<file path="src/rtl/mode_ctrl_evdbg.sv">
module mode_ctrl_evdbg #(
  parameter int DW       = 8,
  parameter int SPC_BIT  = 0,
  parameter int MODE_BIT = 1,
  parameter int UV_TICKS = 8
) (
  input  logic          clk,
  input  logic          por_n,
  input  logic          startup_st,
  input  logic          tp_fnm_lvl,
  input  logic          tp_dbg_lvl,
  input  logic          spc_wr,
  input  logic          mode_wr,
  input  logic [DW-1:0] wr_data,
  input  logic          v1_uv,
  input  logic          tick,
  input  logic          rstn_lvl,
  input  logic          en_req,
  input  logic          inh_req,
  input  logic          sysinh_req,
  input  logic          trx_offline_req,
  output logic          fnm_on,
  output logic          dbg_on,
  output logic          spi_block,
  output logic          wd_en,
  output logic          wd_kick,
  output logic          int_mon_en,
  output logic          rst_mon_en,
  output logic          rst_len_en,
  output logic          fs_path_en,
  output logic          fs_uv_req,
  output logic          trx_offline_ok,
  output logic          inh_o,
  output logic          sysinh_o,
  output logic          en_o
);
  localparam int CW = $clog2(UV_TICKS + 1);

  logic          init_pend, fnm_q, dbg_q, dbg_spent, arm_q, kick_q;
  logic          uv_done, fs_q;
  logic [CW-1:0] uv_cnt;

  wire spi_ok   = !fnm_q && !init_pend;
  wire mode_hit = mode_wr && spi_ok;
  wire spc_hit  = spc_wr && spi_ok && wr_data[SPC_BIT] && arm_q && startup_st && !dbg_spent;
  wire dbg_exit = mode_hit && dbg_q && !wr_data[MODE_BIT];
  wire uv_last  = fnm_q && v1_uv && tick && !uv_done && (uv_cnt == CW'(UV_TICKS - 1));

  always_ff @(posedge clk or negedge por_n) begin
    if (!por_n) begin
      init_pend <= 1'b1;
      fnm_q     <= 1'b0;
      dbg_q     <= 1'b0;
      dbg_spent <= 1'b0;
      arm_q     <= 1'b1;
      kick_q    <= 1'b0;
    end else begin
      kick_q <= mode_hit;
      if (init_pend) begin
        init_pend <= 1'b0;
        fnm_q     <= tp_fnm_lvl;
        dbg_q     <= tp_dbg_lvl && !tp_fnm_lvl;
        if (tp_fnm_lvl) arm_q <= 1'b0;
      end else begin
        if (dbg_exit) begin
          dbg_q     <= 1'b0;
          dbg_spent <= 1'b1;
        end else if (spc_hit) begin
          dbg_q <= 1'b1;
        end
        if (spc_hit || !startup_st) arm_q <= 1'b0;
      end
    end
  end

  always_ff @(posedge clk or negedge por_n) begin
    if (!por_n) begin
      uv_cnt  <= '0;
      uv_done <= 1'b0;
      fs_q    <= 1'b0;
    end else begin
      fs_q <= uv_last;
      if (!fnm_q || !v1_uv) begin
        uv_cnt  <= '0;
        uv_done <= 1'b0;
      end else if (tick && !uv_done) begin
        uv_cnt <= uv_cnt + 1'b1;
        if (uv_last) uv_done <= 1'b1;
      end
    end
  end

  assign fnm_on         = fnm_q;
  assign dbg_on         = dbg_q;
  assign spi_block      = !spi_ok;
  assign wd_en          = !fnm_q && !dbg_q;
  assign wd_kick        = kick_q;
  assign int_mon_en     = !fnm_q;
  assign rst_mon_en     = !fnm_q;
  assign rst_len_en     = !fnm_q;
  assign fs_path_en     = !fnm_q;
  assign fs_uv_req      = fs_q;
  assign trx_offline_ok = trx_offline_req && !fnm_q;
  assign inh_o          = inh_req || fnm_q;
  assign sysinh_o       = sysinh_req || fnm_q;
  assign en_o           = fnm_q ? rstn_lvl : en_req;

  p_fnm_frozen_r1: assert property (@(posedge clk) disable iff (!por_n)
    !init_pend |=> $stable(fnm_q));

  p_kick_src_r6: assert property (@(posedge clk) disable iff (!por_n)
    kick_q |-> $past(mode_wr) && !$past(fnm_q) && !$past(init_pend));

  p_entry_src_r4: assert property (@(posedge clk) disable iff (!por_n)
    $rose(dbg_q) && !$past(init_pend) |-> $past(spc_wr) && $past(startup_st));

  p_no_reentry_r7: assert property (@(posedge clk) disable iff (!por_n)
    dbg_spent && !dbg_q |=> !dbg_q);

  p_fnm_excl_r9: assert property (@(posedge clk) disable iff (!por_n)
    fnm_q |-> !dbg_q);

  p_uv_single_r8: assert property (@(posedge clk) disable iff (!por_n)
    fs_q |=> !fs_q);

  p_uv_only_fnm_r8: assert property (@(posedge clk) disable iff (!por_n)
    fs_q |-> $past(fnm_q) && $past(v1_uv));
endmodule

</file>
<file path="config.mk">
export PLATFORM = sky130hd
export DESIGN_NAME = mode_ctrl_evdbg
export DESIGN_NICKNAME = d
export VERILOG_FILES = /design/src/rtl/mode_ctrl_evdbg.sv
export SDC_FILE = /design/constraint.sdc
export NUM_CORES = 1
export LEC_CHECK = 0
export ABC_AREA = 1
export BUFFER_PORTS_ARGS = -buffer_cell sky130_fd_sc_hd__buf_2
export CAP_MARGIN = 20
export CORE_MARGIN = 2
export CORE_UTILIZATION = 41
export CTS_CLUSTER_DIAMETER = 50
export CTS_CLUSTER_SIZE = 25
export DETAILED_ROUTE_END_ITERATION = 6
export PLACE_DENSITY = 0.75
export SLEW_MARGIN = 10
export SYNTH_ARGS = -nofsm -noshare
export SYNTH_HDL_FRONTEND = slang
export SYNTH_SLANG_ARGS = --single-unit
</file>
<file path="constraint.sdc">
create_clock -name clk -period 1.3 [get_ports clk]
set_input_delay 0.39 -clock clk [delete_from_list [all_inputs] [get_ports clk]]
set_output_delay 0.39 -clock clk [all_outputs]
set_load 0.03 [all_outputs]
</file>
Word-level counts from Yosys, hierarchy flattened

Cells that the tools add are included.

Register bits after elaboration: 12
Bits of input ports: 22
Output and inout bits: 14
Logic and storage cells: 63

$add $sub $neg: 1
Equality and inequality tests: 2
Mux-type cells: 12
Bitwise operators: 1
Reduce and logical (&&, ||, !) cells: 38

Operators by type and width:

| cell                  | number |
|---|---|
| $logic_and A1 B1 Y1   | 17 |
| $logic_not A1 Y1      | 10 |
| $mux W1               | 10 |
| $mux W4               | 2 |
| $reduce_and A2 Y1     | 3 |
| $reduce_bool A2 Y1    | 3 |
| $add A4 B1 Y4 const B | 1 |
| $eq A4 B3 Y1 const B  | 1 |
| $logic_or A1 B1 Y1    | 4 |
| $reduce_bool A3 Y1    | 1 |
| $ne A2 B2 Y1 const B  | 1 |
| $not A1 Y1            | 1 |

Logic depth before layout (Yosys ltp)

Gate-level depths: netlist of the first run.

Depth after elaboration: 10
Depth in mapped cells: 6
Mapped depth without buffers: 6

Worst setup path before layout of the first run

Ideal clock, no wire load.

Path kind: register to output
From: register fnm_q (netlist: fnm_on)
To: output en_o
Arrival: 1.100 ns
Required time: 0.910 ns
Setup slack: -0.190 ns
Stages on the path, launching flop included: 4
Buffers on the path: 0
Path through: dfrtp_1 > inv_2 > nand2_1 > nand2_1

Word-level cells in the longest chain between the ends: 1

Ends and longest elaborated chain:

| element                  | RTL line | text |
|---|---|---|
| start: declaration       | 39       | `logic init_pend, fnm_q, dbg_q, dbg_spent, arm_q, kick_q;` |
| start signal: assignment | 61       | `fnm_q <= tp_fnm_lvl;` |
| $mux W1                  | 106      | `assign en_o = fnm_q ? rstn_lvl : en_req;` |
| end: declaration         | 35       | `output logic en_o` |

Every way passes these cells.

Worst setup path after layout of the first run

From: register fnm_q (netlist: fnm_on)
To: output sysinh_o

Word-level cells in the longest chain between the ends: 1

Ends and longest elaborated chain:

| element            | RTL line | text |
|---|---|---|
| $logic_or A1 B1 Y1 | 105      | `assign sysinh_o = sysinh_req \|\| fnm_q;` |
| end: declaration   | 34       | `output logic sysinh_o,` |

Every way passes these cells.

==> results_dict.tcl, run 1 <==
set metrics [dict create \
    status "finished with violations" \
    violations "setup timing" \
    synthArstFlopShare 1.00 \
    synthCells 75 \
    wl_um 1290 \
    power_leakage_nw 0.484 \
    antenna_found_initial 0 \
    fin_crit_ps 1520 \
    cts_buffers 3 \
    drive_gt1_frac 0.500 \
    slew_viol_final 0 \
    power_mw 0.893 \
    synthAdderAreaFrac 0.0198 \
    cts_max_level 1 \
    period_share 1.17 \
    path_class "flop to output pin" \
    min-delay-start "startup_st" \
    clk_path_buf_depth 2 \
    gr-usage-all-layers 0.159 \
    cts-root-buf "clkbuf_4" \
    start_kind "flop" \
    overflow 0 \
    drc 0 \
    antenna_left 0 \
    crit_fanout 8 \
    synth_xor_area_frac 0.0139 \
    syn_nets 98 \
    ys_ff_latch 12 \
    dr.first_iter.drc_count 9 \
    grt_pass1_wl_um 2130 \
    synthesis.area_sq_um 631 \
    core_sq_um 1470 \
    routedWlPerCell_um 10.2 \
    ioPinCount 36 \
    powerDensity_nw_per_um2 1000 \
    endpoint_kind "output pin" \
    post-route-util 0.607 \
    yosysSeqAreaShare 0.480 \
    clk_latency_ps 270 \
    cts_sinks 12 \
    antennaDiodeCount 0 \
    fmaxAchievable_ghz 0.660 \
    r2r_cells 5 \
    ir_worst_vdd_v 0.000444 \
    area_growth_syn_to_layout_pct 41.7 \
    first_pass_iters 4 \
    hold-path-cell-count 3 \
    vias 589 \
    synth_top_family_by_area "simple AND/OR/NAND/NOR gates" \
    dp_slack_ps 54.8 \
    dieArea_sq_um 1870 \
    cp.required_ps 910 \
    grt_max_degree 13 \
    yosys.area_share.simple 0.321 \
    grt_pass1_vias 533 \
    dieHeight_um 43.2 \
    multi_input_area_sq_um 265 \
    hold_end "arm_q" \
    yosys_warnings 0 \
    final_cell_mix "buf_2, nand2_1, dfrtp_1, nor2_1, buf_4" \
    dp_hpwl_um 932 \
    r2r_end "dbg_on" \
    start_util 0.429 \
    fin_skew_ps 3.51 \
    layout.nets 134 \
    viasPerCell 4.67 \
    fp.dieW_um 43.2 \
    finalWeightedCongestion 0.805 \
    crit_arrival_ps 1130 \
    ys.flop_type "dfrtp_1" \
    numPortBuffers 29 \
    rsz0062_at_grt "true" \
    synth_mux_area_frac 0 \
    final-setup-viol-count 11 \
    hold_path.class "input port to flop" \
    clk_pin_slew_ps 80 \
    r2r_slack_ps 70 \
    avgSynthCellArea_sq_um 8.41 \
    cts_tree "built" \
    hold_viol 0 \
    netlist-cell-type-count 22 \
    row_count 14 \
    r2r_start "init_pend" \
    fillCellCount 132 \
    setup_ws_ps -216 \
    synth_compound_area_frac 0.0595 \
    regArea_sq_um 304 \
    layout_commonest_cell "buf_2" \
    synth_edf_count 0 \
    cap_violations 0 \
]
-- metal layers --
layer  wire (um)  GRT usage
met1         504      0.173
met2         680      0.266
met3          85     0.0383
met4          15      0.109
met5           0          0
-- synth_stat cells, types with 3 or more instances --
master	n	area, sq um
buf_4	3	22.5
dfrtp_1	10	250
inv_1	6	22.5
inv_2	3	11.3
nand2_1	17	63.8
nand2_2	3	18.8
nand3_1	4	20.0
nor2_1	8	30.0
nor2_2	3	18.8
-- worst max path at each step --
stage                          from              to  depth (start not counted)
after floorplan              fnm_on  trx_offline_ok                          1
after global placement    init_pend       spi_block                          3
after detailed placement     fnm_on        sysinh_o                          2
after CTS                    fnm_on        sysinh_o                          2
after global routing         fnm_on        sysinh_o                          2
final                        fnm_on        sysinh_o                          2
-- state kept, by name, summed over array words and instances, names as in the netlist --
name / cells
wd_kick: 1
dbg_spent: 1
arm_q: 1
fs_uv_req: 1
dbg_on: 1
uv_cnt: 4
uv_done: 1
fnm_on: 1
init_pend: 1
-- what timing repair did --
item	4_1_cts	5_1_grt
endpoints found under the setup margin	11	11
gates resized for setup	15	2
hold buffers	1	0
setup buffers	4	0
pin swaps	4	0
endpoints found under the hold margin	10	0
-- logic make-up after synthesis --
kind of cell,Yosys count
AND/OR/NAND/NOR,41
buffers and inverters,13
flip-flops,12
AO/OA/AOI/OAI,6
XOR/XNOR,1
adder cells (fa/ha/maj),1
other,1
-- through the flow --
step           hold slack [ps]  instances  instance area (sq um)  TNS (ps)
4_1_cts                    324        126                    887     -1460
3_5_place_dp               280        117                    777         0
2_1_floorplan             94.4         75                    634      -131
6_report                   321        126                    893     -1330
5_1_grt                    311        126                    893     -1980
3_3_place_gp               279        117                    777         0
-- worst max-delay path: stages (launching register included) --
cell and delay (ps):
dfrtp_2 460, or2_1 240, buf_6 140
-- report_power, final --
| part | internal, mW | total, mW | switching (mW) | leakage (nW) |
|---|---|---|---|---|
| sequential | 0.386 | 0.400 | 0.0136 | 0.150 |
| clock | 0.119 | 0.245 | 0.126 | 0.0150 |
| combinational | 0.100 | 0.248 | 0.148 | 0.319 |
| total | 0.605 | 0.893 | 0.287 | 0.484 |
-- cell type report --
class | instances | share of cell area
timing repair buffer | 34 | 0.261
tap | 16 | 0.0224
sequential | 12 | 0.340
clock buffer | 4 | 0.0294
multi-input combinational | 50 | 0.297
inverter | 10 | 0.0504
Power figures use the tool's default switching activity.
==> run 2, diff against run 1 <==
Settings changed: PLACE_DENSITY 0.75 to 0.8.
==> run 2 against run 1 <==
The flow still finishes with violations (setup timing); via count increased by 1.7%; fmax is 0.63% higher; combinational power up 8%; largest power group unchanged; highest routed layer unchanged.
==> results_dict.tcl, run 2 (same netlist as run 1, synthesis figures left out) <==
set metrics [dict create \
    r2r_start "init_pend" \
    core_sq_um 1470 \
    vias 599 \
    cp_top_family "flip-flops" \
    cpPeakStageDelay_ps 460 \
    clk_pin_slew_ps 80 \
    r2r_cells 5 \
    ioPinCount 36 \
    overflow 0 \
    finalWeightedCongestion 0.834 \
    crit_start "fnm_on" \
    hold_viol 0 \
    final_cell_count_no_fill 128 \
    tns_ps -1490 \
    crit_arrival_ps 1120 \
    cts-root-buf "clkbuf_4" \
    endpoint_kind "output pin" \
    hold-path-cell-count 3 \
    area_growth_syn_to_layout_pct 46.0 \
    drive_gt1_frac 0.518 \
    cts_max_level 1 \
    regMostFlops "uv_cnt" \
    drc 0 \
    path_class "flop to output pin" \
    layout.nets 136 \
    grt_pass1_vias 581 \
    gr-usage-all-layers 0.180 \
    cts_tree "built" \
    layout_commonest_cell "buf_2" \
    fp.dieW_um 43.2 \
    rsz0062_at_grt "true" \
    fmaxAchievable_ghz 0.664 \
    cts_buffers 3 \
    fin_skew_ps 1.86 \
    clk_latency_ps 290 \
    start_util 0.429 \
    fin_crit_ps 1510 \
    wl_um 1520 \
    antenna_left 0 \
    final-setup-viol-count 11 \
    slew_viol_final 0 \
    min-delay-start "mode_wr" \
    routedWlPerCell_um 11.9 \
    row_count 14 \
    path_depth 2 \
    numPortBuffers 29 \
    dieHeight_um 43.2 \
    cap_violations 0 \
    viasPerCell 4.68 \
    crit_chain "or2_1 > buf_6" \
    cp.required_ps 910 \
    crit_fanout 7 \
    power_leakage_nw 0.497 \
    slowest_stage "dfrtp_2" \
    hold_path.class "input port to flop" \
    setup_ws_ps -206 \
    dp_hpwl_um 997 \
    violations "setup timing" \
    antennaDiodeCount 0 \
    dr.first_iter.drc_count 9 \
    status "finished with violations" \
    dieArea_sq_um 1870 \
    first_pass_iters 4 \
    clk_path_buf_depth 2 \
    grt_max_degree 13 \
    start_kind "flop" \
    cts_sinks 12 \
    period_share 1.16 \
    place_inst 117 \
    dpl_cell_area_sq_um 777 \
    powerDensity_nw_per_um2 1010 \
    design_area_sq_um 921 \
    fillCellCount 119 \
    final_cell_mix "buf_2, nand2_1, dfrtp_1, buf_4" \
    critical_path_buf_inv_count 1 \
    antenna_found_initial 0 \
    hold_ws_ps 332 \
    ir_worst_vdd_v 0.000589 \
    grt_pass1_wl_um 2370 \
    largest_reg_flops 4 \
]
## run 2: area by class of cell
cell class | count | area [sq um] | area share
clock buffers | 4 | 26.3 | 0.0285
repair buffers | 36 | 258 | 0.280
inverters | 10 | 45.0 | 0.0489
flip-flops and latches | 12 | 304 | 0.330
well taps | 16 | 20.0 | 0.0217
multi-input cells | 50 | 268 | 0.291
## run 2: path summary, 6_finish.rpt
path,endpoint,slack (ps)
setup / recovery,sysinh_o,-210
hold / removal,wd_kick,330
setup reg to reg,dbg_on,80
hold reg to reg,arm_q,480
max in group asynchronous,arm_q,520
min in group asynchronous,uv_cnt[0],500
## run 2: where the power goes
group          internal, mW  switching, mW  leakage, nW
clock                 0.120          0.143       0.0150
sequential            0.386         0.0127        0.150
combinational         0.112          0.154        0.332
total                 0.618          0.310        0.497
## run 2: routing by layer
| layer | track usage | wire (um) | vias up |
|---|---|---|---|
| met5 | 0 | 0 | - |
| met4 | 0.139 | 55 | 0 |
| met3 | 0.0468 | 104 | 8 |
| met2 | 0.272 | 801 | 27 |
| met1 | 0.215 | 561 | 268 |
| li1 | - | - | 296 |
## run 2: what timing repair did
| action | 4_1_cts | 5_1_grt |
|---|---|---|
| hold buffers | 1 | 0 |
| setup endpoints to repair | 11 | 11 |
| pin swaps | 4 | 1 |
| gates resized for setup | 18 | 3 |
| endpoints found under the hold margin | 10 | 0 |
| setup buffers | 5 | 1 |
## run 2: per-stage QoR
stage	worst slack (ps)	utilization	total power, mW
4_1_cts	-205	0.615	0.914
3_3_place_gp	58.6	0.528	0.607
2_1_floorplan	-45.0	-	0.549
6_report	-206	0.626	0.928
3_5_place_dp	50.8	0.528	0.610
5_1_grt	-254	0.626	0.967
## run 2: worst reg2reg max path, stage by stage (launching register included)
cell and delay [ps]:
dfstp_2 560, inv_4 40, buf_4 130, or2_2 280, nand3_2 70, nor2_1 40
